File: src/rtl/codec_i2c_pkg.sv
`timescale 1ns/1ps
package codec_i2c_pkg;
  localparam int REG_W   = 32;
  localparam int WORD_W  = 16;
  localparam int WORD_LO = 16;
  localparam int DEV_W   = 7;

  localparam int CTRL_RW     = 0;
  localparam int CTRL_DEV_LO = 1;
  localparam int CTRL_START  = 8;
  localparam int CTRL_ABORT  = 9;
  localparam int CTRL_LAST   = 10;
  localparam int CTRL_SINGLE = 11;

  localparam logic [1:0] SEL_CTRL  = 2'd0;
  localparam logic [1:0] SEL_DATA0 = 2'd1;
  localparam logic [1:0] SEL_DATA1 = 2'd2;

  typedef enum logic [2:0] {
    ST_IDLE,
    ST_START,
    ST_BIT,
    ST_ACK,
    ST_STOP,
    ST_HOLD
  } eng_state_t;
endpackage

File: src/rtl/codec_i2c_regs.sv
`timescale 1ns/1ps
module codec_i2c_regs import codec_i2c_pkg::*; (
  input  logic              clk,
  input  logic              rst,
  input  logic              we,
  input  logic [1:0]        addr,
  input  logic [REG_W-1:0]  wdata,
  output logic [REG_W-1:0]  rdata,
  input  logic              eng_done,
  input  logic              eng_nack,
  output logic              go,
  output logic              busy,
  output logic              abort,
  output logic              last,
  output logic              single,
  output logic [DEV_W-1:0]  dev,
  output logic [WORD_W-1:0] word0,
  output logic [WORD_W-1:0] word1
);
  logic rw_q;
  logic ctrl_wr;
  logic unused_bits;

  assign ctrl_wr     = we && (addr == SEL_CTRL);
  assign unused_bits = ^{wdata[REG_W-1:CTRL_SINGLE+1], wdata[CTRL_ABORT], wdata[WORD_LO-1:0]};

  always_ff @(posedge clk) begin
    if (rst) begin
      go     <= 1'b0;
      busy   <= 1'b0;
      abort  <= 1'b0;
      last   <= 1'b0;
      single <= 1'b0;
      dev    <= '0;
      rw_q   <= 1'b0;
      word0  <= '0;
      word1  <= '0;
    end else begin
      go <= 1'b0;
      if (we && addr == SEL_DATA0) word0 <= wdata[REG_W-1:WORD_LO];
      if (we && addr == SEL_DATA1) word1 <= wdata[REG_W-1:WORD_LO];
      if (eng_done) begin
        busy  <= 1'b0;
        abort <= eng_nack;
      end else if (ctrl_wr && !busy) begin
        rw_q   <= wdata[CTRL_RW];
        dev    <= wdata[CTRL_DEV_LO +: DEV_W];
        last   <= wdata[CTRL_LAST];
        single <= wdata[CTRL_SINGLE];
        abort  <= 1'b0;
        if (wdata[CTRL_START]) begin
          busy <= 1'b1;
          go   <= 1'b1;
        end
      end
    end
  end

  always_ff @(posedge clk) begin
    if (rst) begin
      rdata <= '0;
    end else begin
      rdata <= '0;
      case (addr)
        SEL_CTRL: begin
          rdata[CTRL_RW]                <= rw_q;
          rdata[CTRL_DEV_LO +: DEV_W]   <= dev;
          rdata[CTRL_START]             <= busy;
          rdata[CTRL_ABORT]             <= abort;
          rdata[CTRL_LAST]              <= last;
          rdata[CTRL_SINGLE]            <= single;
        end
        SEL_DATA0: rdata[REG_W-1:WORD_LO] <= word0;
        SEL_DATA1: rdata[REG_W-1:WORD_LO] <= word1;
        default:   ;
      endcase
    end
  end
endmodule

File: src/rtl/codec_i2c_tick.sv
`timescale 1ns/1ps
module codec_i2c_tick #(
  parameter int DIV_W = 8
) (
  input  logic             clk,
  input  logic             rst,
  input  logic             en,
  input  logic [DIV_W-1:0] div,
  output logic             tick
);
  logic [DIV_W-1:0] cnt;

  assign tick = en && (cnt == div);

  always_ff @(posedge clk) begin
    if (rst || !en) cnt <= '0;
    else if (cnt == div) cnt <= '0;
    else cnt <= cnt + 1'b1;
  end
endmodule

File: src/rtl/codec_i2c_engine.sv
`timescale 1ns/1ps
module codec_i2c_engine import codec_i2c_pkg::*; (
  input  logic              clk,
  input  logic              rst,
  input  logic              go,
  input  logic              tick,
  input  logic              sda_s,
  input  logic [DEV_W-1:0]  dev,
  input  logic              last,
  input  logic              single,
  input  logic [WORD_W-1:0] word0,
  input  logic [WORD_W-1:0] word1,
  output logic              scl_oe,
  output logic              sda_oe,
  output logic              active,
  output logic              done,
  output logic              nack,
  output eng_state_t        st_o
);
  eng_state_t        st;
  logic [1:0]        ph;
  logic [1:0]        byten;
  logic [1:0]        nbytes;
  logic [2:0]        bitn;
  logic [7:0]        sh;
  logic [WORD_W-1:0] wq;
  logic              last_q;
  logic              miss_q;
  logic              ackbad;

  assign active = (st == ST_START) || (st == ST_BIT) || (st == ST_ACK) || (st == ST_STOP);
  assign st_o   = st;

  always_ff @(posedge clk) begin
    if (rst) begin
      st     <= ST_IDLE;
      ph     <= 2'd0;
      byten  <= 2'd0;
      nbytes <= 2'd3;
      bitn   <= 3'd0;
      sh     <= '0;
      wq     <= '0;
      last_q <= 1'b0;
      miss_q <= 1'b0;
      ackbad <= 1'b0;
      done   <= 1'b0;
      nack   <= 1'b0;
    end else begin
      done <= 1'b0;
      if (go) begin
        st     <= ST_START;
        ph     <= 2'd0;
        sh     <= {dev, 1'b0};
        byten  <= 2'd0;
        bitn   <= 3'd0;
        nbytes <= single ? 2'd2 : 2'd3;
        last_q <= last;
        wq     <= (st == ST_HOLD) ? word1 : word0;
        miss_q <= 1'b0;
        ackbad <= 1'b0;
      end else if (tick) begin
        ph <= ph + 2'd1;
        if (st == ST_ACK && ph == 2'd2) ackbad <= sda_s;
        if (ph == 2'd3) begin
          case (st)
            ST_START: begin
              st   <= ST_BIT;
              bitn <= 3'd0;
            end
            ST_BIT: begin
              if (bitn == 3'd7) begin
                st <= ST_ACK;
              end else begin
                bitn <= bitn + 3'd1;
                sh   <= {sh[6:0], 1'b0};
              end
            end
            ST_ACK: begin
              if (ackbad) begin
                miss_q <= 1'b1;
                st     <= ST_STOP;
              end else if (byten == nbytes - 2'd1) begin
                if (last_q) begin
                  st <= ST_STOP;
                end else begin
                  st   <= ST_HOLD;
                  done <= 1'b1;
                  nack <= 1'b0;
                end
              end else begin
                byten <= byten + 2'd1;
                bitn  <= 3'd0;
                st    <= ST_BIT;
                sh    <= (byten == 2'd0) ? wq[WORD_W-1 -: 8] : wq[7:0];
              end
            end
            ST_STOP: begin
              st   <= ST_IDLE;
              done <= 1'b1;
              nack <= miss_q;
            end
            default: ;
          endcase
        end
      end
    end
  end

  always_ff @(posedge clk) begin
    if (rst) begin
      scl_oe <= 1'b0;
      sda_oe <= 1'b0;
    end else begin
      case (st)
        ST_START: begin
          scl_oe <= (ph == 2'd0) || (ph == 2'd3);
          sda_oe <= (ph == 2'd2) || (ph == 2'd3);
        end
        ST_BIT: begin
          scl_oe <= (ph == 2'd0) || (ph == 2'd3);
          sda_oe <= ~sh[7];
        end
        ST_ACK: begin
          scl_oe <= (ph == 2'd0) || (ph == 2'd3);
          sda_oe <= 1'b0;
        end
        ST_STOP: begin
          scl_oe <= (ph == 2'd0);
          sda_oe <= (ph == 2'd0) || (ph == 2'd1);
        end
        ST_HOLD: begin
          scl_oe <= 1'b1;
          sda_oe <= 1'b0;
        end
        default: begin
          scl_oe <= 1'b0;
          sda_oe <= 1'b0;
        end
      endcase
    end
  end
endmodule

File: src/rtl/codec_i2c_wr.sv
`timescale 1ns/1ps
module codec_i2c_wr import codec_i2c_pkg::*; #(
  parameter int DIV_W = 8
) (
  input  logic             clk,
  input  logic             rst,
  input  logic [DIV_W-1:0] clk_div,
  input  logic             reg_we,
  input  logic [1:0]       reg_addr,
  input  logic [REG_W-1:0] reg_wdata,
  output logic [REG_W-1:0] reg_rdata,
  output logic             scl_oe,
  output logic             sda_oe,
  input  logic             sda_in
);
  logic              go;
  logic              busy;
  logic              abort_flag;
  logic              ctl_last;
  logic              ctl_single;
  logic [DEV_W-1:0]  ctrl_dev;
  logic [WORD_W-1:0] word0;
  logic [WORD_W-1:0] word1;
  logic              eng_done;
  logic              eng_nack;
  logic              eng_active;
  logic              tick;
  logic              sda_m;
  logic              sda_s;
  eng_state_t        eng_st;

  always_ff @(posedge clk) begin
    if (rst) begin
      sda_m <= 1'b1;
      sda_s <= 1'b1;
    end else begin
      sda_m <= sda_in;
      sda_s <= sda_m;
    end
  end

  codec_i2c_regs u_regs (
    .clk(clk), .rst(rst), .we(reg_we), .addr(reg_addr), .wdata(reg_wdata),
    .rdata(reg_rdata), .eng_done(eng_done), .eng_nack(eng_nack), .go(go),
    .busy(busy), .abort(abort_flag), .last(ctl_last), .single(ctl_single),
    .dev(ctrl_dev), .word0(word0), .word1(word1)
  );

  codec_i2c_tick #(.DIV_W(DIV_W)) u_tick (
    .clk(clk), .rst(rst), .en(eng_active), .div(clk_div), .tick(tick)
  );

  codec_i2c_engine u_eng (
    .clk(clk), .rst(rst), .go(go), .tick(tick), .sda_s(sda_s), .dev(ctrl_dev),
    .last(ctl_last), .single(ctl_single), .word0(word0), .word1(word1),
    .scl_oe(scl_oe), .sda_oe(sda_oe), .active(eng_active), .done(eng_done),
    .nack(eng_nack), .st_o(eng_st)
  );
endmodule

File: config.mk
export PLATFORM = sky130hd
export DESIGN_NAME = codec_i2c_wr
export DESIGN_NICKNAME = d
export VERILOG_FILES = /design/src/rtl/codec_i2c_pkg.sv /design/src/rtl/codec_i2c_regs.sv /design/src/rtl/codec_i2c_tick.sv /design/src/rtl/codec_i2c_engine.sv /design/src/rtl/codec_i2c_wr.sv
export SDC_FILE = /design/constraint.sdc
export NUM_CORES = 1
export LEC_CHECK = 0
export BUFFER_PORTS_ARGS = -buffer_cell sky130_fd_sc_hd__buf_2
export CAP_MARGIN = 30
export CORE_ASPECT_RATIO = 1.75
export CORE_MARGIN = 4
export CORE_UTILIZATION = 30
export CTS_BUF_LIST = sky130_fd_sc_hd__clkbuf_2
export DETAILED_ROUTE_END_ITERATION = 8
export PLACE_DENSITY_LB_ADDON = 0.1
export SYNTH_ARGS = -nofsm -noshare
export SYNTH_HDL_FRONTEND = slang
export SYNTH_SLANG_ARGS = --single-unit
File: constraint.sdc
create_clock -name clk -period 4 [get_ports clk]
set_input_delay 0.2 -clock clk [delete_from_list [all_inputs] [get_ports clk]]
set_output_delay 0.2 -clock clk [all_outputs]
set_load 0.02 [all_outputs]
==> results of run 1 <==
-- registers in the layout (all words and copies together), names as in the netlist, 3 cells and up --
signal	flops
u_regs.word1	16
u_regs.word0	16
u_eng.sh	8
u_regs.rdata	28
u_eng.st_o	3
u_eng.bitn	3
u_regs.dev	7
u_tick.cnt	8
u_eng.wq	16
-- repair_timing --
item,in CTS,in global routing
hold buffers,35,0
hold endpoints to repair,45,0
setup endpoints to repair,0,0
-- Yosys cell counts (all sizes together) (2+ instances only) --
master  number  area (sq um)
nand2b       2         12.51
ha          11         137.6
o211ai       2         15.01
nor2        63         236.5
and2        15         93.84
clkbuf      36         135.1
o21ai        5         25.02
nand3       24         120.1
or3b         2         17.52
a21oi       52         260.3
xnor2        9         78.83
a22oi       16         120.1
xor2         8         70.07
nand2      126         473.0
and3         3         18.77
or4          9         67.56
nor4         2         12.51
nand4        2         12.51
buf          9         65.06
a311oi      16         140.1
nor3         8         40.04
mux2i       19         190.2
a41oi        2         17.52
or2          4         25.02
dfxtp      125          2502
o21a         7         52.55
o311a        8         80.08
nor2b        2         12.51
inv         10         37.54
-- power breakdown --
group	internal (mW)	leakage, nW	switching (mW)
Sequential	1.27	1.01	0.0171
Clock	0.478	0.176	0.496
Combinational	0.0663	1.29	0.0889
Total	1.81	2.48	0.602
-- layer usage --
layer | share of wire, % | vias up
met5 | 0 | -
met4 | 1.6 | 0
met3 | 4.7 | 12
met2 | 53 | 119
met1 | 41 | 2052
li1 | - | 2249
-- stage by stage --
| stage | cells | power [mW] | hold WS (ps) |
|---|---|---|---|
| 4_1_cts | 936 | 2.459 | 84.64 |
| 5_1_grt | 937 | 2.531 | 143.9 |
| 6_report | 937 | 2.417 | 141.4 |
| 3_3_place_gp | 869 | 1.443 | 388.9 |
| 3_5_place_dp | 869 | 1.445 | 390.0 |
| 2_1_floorplan | 612 | 1.392 | 303.8 |
-- area by class of cell --
cell class	instances	share of cell area (%)
well taps	227	4.507
flip-flops and latches	125	39.71
diodes	1	0.03971
clock inverters	14	3.415
multi-input cells	431	38.53
repair buffers	110	11.71
inverters	11	0.6552
clock buffers	18	1.429
-- critical path, cell delays in order, from the launching register on --
cell and delay, ps:
dfxtp_1 800, and3b_1 700, a32oi_1 240, or4_1 470
mux2i_1 130
-- kinds of logic after synthesis --
group,count (synthesis),share of synthesized area [%]
multiplexers,19,3.687
AO/OA/AOI/OAI,113,14.58
adder cells (fa/ha/maj),11,2.668
other,1,0.07269
flip-flops,125,48.51
buffers and inverters,56,4.681
AND/OR/NAND/NOR,267,22.92
XOR/XNOR,17,2.886
-- how the worst min path moves through the flow --
stage                                    end  slack (ps)  cells past startpoint
detailed placement          sda_m$_SDFF_PP1_         390                      2
global route        u_eng.ph[0]$_SDFFE_PP0P_         140                      6
finish              u_eng.ph[0]$_SDFFE_PP0P_         140                      6
global placement            sda_m$_SDFF_PP1_         390                      2
floorplan                   sda_m$_SDFF_PP1_         300                      1
CTS                 u_eng.ph[0]$_SDFFE_PP0P_          80                      6
==> out/metrics.csv, run 1 <==
stage;metric;value;unit
grt;grt_overflow;0;
drt;drt_pass1_iterations;7;
grt;grtUsageTotal;14.62;%
logic_synthesis;postSynthCellCount;609;
cts;root_buffer;clkbuf_2;
logic_synthesis;netlist_area;5159;sq um
grt;busiest_layer;met2;
grt;grt_pass1_vias;4340;
drt;route.detailed.drc;0;
drt;wl;13.89;mm
floorplan;start_util;30.44;%
worst_setup_path;worst-setup-path-type;register to register;
floorplan;die_x;107.1;um
cts;cts.sink_count;125;
drt;antenna_left;0;
finish;final_util;37.19;%
floorplan;top_level_ports;80;
finish;mostFrequentLayoutCells;nand2_1 (126), dfxtp_1 (125), buf_2 (70);
floorplan;core-area;16950;sq um
logic_synthesis;synth-main-ff-cell;dfxtp_1;
finish;area_growth;22.17;%
worst_setup_path;ff2ff_setup_slack;1570;ps
cts;clock_latency;670;ps
power_and_ir_drop;leakagePower;2.481;nW
worst_setup_path;r2r.worst_path.cells;4;
worst_setup_path;worstPathRequired;4560;ps
logic_synthesis;synth-seq-cells;125;
floorplan;die_area;19440;sq um
finish;drive_above_1_share;15.80;%
grt;met1_usage;16.52;%
placed_design;dpl.hpwl;9.649;mm
finish;nFillCells;1778;
worst_setup_path;critPathCapture;u_eng.nack$_SDFFE_PP0P_;
run;cap_violations;0;
grt;grt_use_met3;3.166;%
cts;cts.repair.resized;0;
cts;cts_made_buffers;17;
timing;fin_crit;2429;ps
drt;wl_per_cell;14.82;um
placed_design;postPlaceCellArea;5644;sq um
cts;cts_tree;built;
logic_synthesis;synth-seq-area-share;48.51;%
finish;multi_input_area;2429;sq um
logic_synthesis;ys_warn_count;0;
finish;final_area;6302;sq um
timing;finClkSkew;49.80;ps
grt;antenna_found_initial;1;
placed_design;io_buffers;70;
run_status;status;finished clean;
worst_setup_path;r2r-start;u_eng.st_o[0]$_SDFFE_PP0P_;
worst_setup_path;arrival;2980;ps
worst_setup_path;critical_path_peak_fanout;19;
worst_setup_path;cp-startpoint;u_eng.st_o[0]$_SDFFE_PP0P_;
drt;viasPerCell;4.730;
logic_synthesis;yosysUniqueCellTypes;45;
placed_design;gp_congestion;0.7529;
logic_synthesis;synth_edf_count;0;
timing;final.setup.tns;0;ps
min_path;hold_start;clk_div[7];
grt;gr-usage-met2;26.64;%
timing;worst_slew_pin_slew;963.3;ps
logic_synthesis;avgSynthCellArea;8.471;sq um
power_and_ir_drop;ir_worst_vdd;0.0001379;V
timing;setup_ws;1571;ps
finish;final_common_cell;nand2_1;
timing;slew_headroom;34.76;%
cts;clk_path_buf_depth;2;
timing;rsz0062_at_grt;no;
worst_setup_path;cp-end-kind;register;
power_and_ir_drop;power_density;383.4;nW/um^2
grt;grt_max_degree;54;
min_path;hold_path.class;input pin to register;
finish;regArea;2502;sq um
cts;post_cts_buffers;0;
drt;route.vias.total;4432;
cts;path_clk_slew;190;ps
finish;finalNetCount;753;
timing;slew_viol_final;0;
floorplan;die_h;181.5;um
timing;fmaxAchievable;0.4117;GHz
worst_setup_path;start_kind;register;
cts;htreeDepth;4;
timing;finalHoldViolCount;0;
placed_design;place_ws;1569;ps
timing;post-route-period-util;60.72;%
logic_synthesis;ys_async_sr_fraction;0;%
drt;drtIter0Drc;191;
worst_setup_path;r2r_end;u_eng.nack$_SDFFE_PP0P_;
timing;finalSetupViolCount;0;
grt;grt_pass1_wl;22.38;mm
floorplan;rows;63;
Note: power is estimated with default switching activity, not from simulation.
==> run 2: changes to the inputs <==
==> constraint.sdc (replaced) <==
create_clock -name clk -period 2.4 [get_ports clk]
set_input_delay 0.12 -clock clk [delete_from_list [all_inputs] [get_ports clk]]
set_output_delay 0.12 -clock clk [all_outputs]
set_load 0.02 [all_outputs]
==> run 2 against run 1 <==
Effect of this change:
- via count grew 3.2%
- first-iteration DRC count shrank 13%
- register-to-register slack lost 1400 ps
- worst setup slack lost 1400 ps
- sequential share of layout area shrank 0.66 points
- critical path depth grew 2
- largest cell class unchanged
- die area is the same
- combinational power grew 77%
- clock skew shrank 14 ps
- wire length grew 2.3%
- final cell count grew 2.0%
==> out/metrics.csv, run 2 (synthesis results as in run 1) <==
stage;metric;value;unit;change
floorplan;die_area;19440;sq um;unchanged
worst_setup_path;start_kind;register;;unchanged
power_and_ir_drop;leakagePower;2.555;nW;was 2.481 nW
placed_design;place_ws;169.0;ps;was 1569 ps
grt;grt_use_met3;2.846;%;was 3.166%
finish;area_growth;24.23;%;was 22.17%
finish;finalNetCount;772;;was 753
worst_setup_path;critical_path_peak_fanout;17;;was 19
grt;antenna_found_initial;1;;unchanged
drt;viasPerCell;4.787;;was 4.730
worst_setup_path;ff2ff_setup_slack;130;ps;was 1570 ps
timing;finalHoldViolCount;0;;unchanged
cts;clock_latency;670;ps;about the same
worst_setup_path;worstPathRequired;2950;ps;was 4560 ps
grt;grt_pass1_vias;4589;;was 4340
grt;grt_overflow;0;;unchanged
finish;final_common_cell;nand2_1;;unchanged
min_path;hold_path.class;input pin to register;;unchanged
timing;fmaxAchievable;0.4408;GHz;was 0.4117 GHz
drt;wl;14.21;mm;was 13.89 mm
min_path;whs_path_depth;6;;unchanged
finish;regMostFlops;u_regs.rdata;;unchanged
min_path;holdPathEnd;u_eng.st_o[0]$_SDFFE_PP0P_;;was u_eng.ph[0]$_SDFFE_PP0P_
timing;post-route-period-util;94.52;%;was 60.72%
drt;drt_pass1_iterations;4;;was 7
power_and_ir_drop;power_density;598.2;nW/um^2;was 383.4 nW/um^2
drt;antenna_left;0;;unchanged
grt;grtUsageTotal;15.06;%;was 14.62%
timing;rsz0062_at_grt;no;;unchanged
timing;finalSetupViolCount;0;;unchanged
drt;drtIter0Drc;167;;was 191
timing;slew_viol_final;0;;unchanged
floorplan;core-area;16950;sq um;unchanged
placed_design;postPlaceCellArea;5739;sq um;was 5644 sq um
cts;root_buffer;clkbuf_2;;unchanged
grt;busiest_layer;met2;;unchanged
finish;mostFrequentLayoutCells;nand2_1 (126), dfxtp_1 (125), buf_2 (70);;unchanged
floorplan;die_h;181.5;um;unchanged
cts;htreeDepth;4;;unchanged
finish;final_cells;956;;was 937
worst_setup_path;worst-setup-path-type;register to register;;unchanged
placed_design;dpl.hpwl;9.955;mm;was 9.649 mm
floorplan;rows;63;;unchanged
run_status;status;finished clean;;unchanged
placed_design;gp_congestion;0.7930;;was 0.7529
finish;final_area;6409;sq um;was 6302 sq um
worst_setup_path;crit_path_max_incr_delay;510;ps;was 800 ps
worst_setup_path;cp-end-kind;register;;unchanged
cts;clk_path_buf_depth;2;;unchanged
floorplan;top_level_ports;80;;unchanged
drt;route.detailed.drc;0;;unchanged
grt;met1_usage;16.49;%;was 16.52%
timing;setup_ws;131.5;ps;was 1571 ps
cts;cts_tree;built;;unchanged
timing;slew_headroom;50.79;%;was 34.76%
finish;largest_reg_flops;28;;unchanged
worst_setup_path;critical_path.top_delay_family;simple AND/OR/NAND/NOR gates;;unchanged
placed_design;place_inst;882;;was 869
cts;cts.repair.resized;0;;unchanged
grt;grt_max_degree;53;;was 54
cts;cts.sink_count;125;;unchanged
worst_setup_path;r2r.worst_path.cells;6;;was 4
cts;path_clk_slew;210;ps;was 190 ps
worst_setup_path;r2r_end;u_eng.sh[6]$_SDFFE_PP0P_;;was u_eng.nack$_SDFFE_PP0P_
drt;wl_per_cell;14.87;um;was 14.82 um
power_and_ir_drop;ir_worst_vdd;0.0003184;V;was 0.0001379 V
grt;grt_pass1_wl;22.92;mm;was 22.38 mm
min_path;hold_start;clk_div[7];;unchanged
timing;fin_crit;2269;ps;was 2429 ps
grt;gr-usage-met2;27.29;%;was 26.64%
cts;cts_made_buffers;17;;unchanged
floorplan;start_util;30.44;%;unchanged
worst_setup_path;path_cells;ha_1, or3b_1, or3_1, buf_4, or4_1, o311a_1;;was and3b_1, a32oi_1, or4_1, mux2i_1
finish;drive_above_1_share;16.90;%;was 15.80%
floorplan;die_x;107.1;um;unchanged
drt;route.vias.total;4576;;was 4432
worst_setup_path;arrival;2820;ps;was 2980 ps
placed_design;io_buffers;70;;unchanged
timing;finClkSkew;35.57;ps;was 49.80 ps
worst_setup_path;r2r-start;u_eng.ph[0]$_SDFFE_PP0P_;;was u_eng.st_o[0]$_SDFFE_PP0P_
run;cap_violations;0;;unchanged
timing;final.setup.tns;0;ps;unchanged
worst_setup_path;slowest_stage;or4_1;;was dfxtp_1
timing;worst_slew_pin_slew;738.2;ps;was 963.3 ps
worst_setup_path;cp_num_buf_inv;1;;was 0
run 2: through the flow:
step / hold slack [ps] / power, mW / util (%)
finish: 102.5 / 3.833 / 37.81
detailed placement: 309.6 / 2.417 / 33.86
global route: 92.27 / 4.028 / 37.81
CTS: 32.84 / 3.901 / 37.80
floorplan: 223.8 / 2.319 / -
global placement: 311.1 / 2.414 / 33.86
run 2: worst max path at each step:
stage / startpoint / to / slack [ps] / depth (start not counted)
after floorplan: u_eng.ph[0]$_SDFFE_PP0P_ / u_eng.sh[7]$_SDFFE_PP0P_ / 220 / 7
after global placement: u_eng.ph[0]$_SDFFE_PP0P_ / u_eng.sh[4]$_SDFFE_PP0P_ / 200 / 6
after detailed placement: u_eng.ph[0]$_SDFFE_PP0P_ / u_eng.sh[5]$_SDFFE_PP0P_ / 170 / 6
after CTS: u_eng.ph[0]$_SDFFE_PP0P_ / u_eng.sh[3]$_SDFFE_PP0P_ / 100 / 6
after global routing: u_eng.ph[0]$_SDFFE_PP0P_ / u_eng.sh[2]$_SDFFE_PP0P_ / 20 / 6
final: u_eng.ph[0]$_SDFFE_PP0P_ / u_eng.sh[6]$_SDFFE_PP0P_ / 130 / 6
run 2: what timing repair did:
item,CTS,global route
buffers inserted,0,0
hold endpoints to repair,59,0
hold buffers,41,0
run 2: layer usage:
layer,vias up,wire [um]
met4,0,373
li1,2296,-
met3,20,541
met5,-,0
met1,2144,5776
met2,116,7520
run 2: final cells by class:
class,count,area (sq um)
diodes,1,2.502
clock inverters,15,171.4
flip-flops and latches,125,2502
repair buffers,129,895.9
inverters,11,41.29
well taps,227,284.0
clock buffers,17,85.08
multi-input cells,431,2426
fillers,1824,10540
run 2: power by group:
part,internal [mW],switching (mW),leakage [nW]
clock,0.579,0.837,0.150
sequential,2.12,0.0270,1.01
combinational,0.121,0.153,1.39
total,2.82,1.02,2.55
run 2: worst min-delay path: cells and delay by family:
family / cells / cell delay [ps]
xor gates and xnor gates: 1 / 60
AOI/OAI and AO/OA: 2 / 230
and+or+nand+nor: 2 / 230
buffers and inverters: 1 / 90
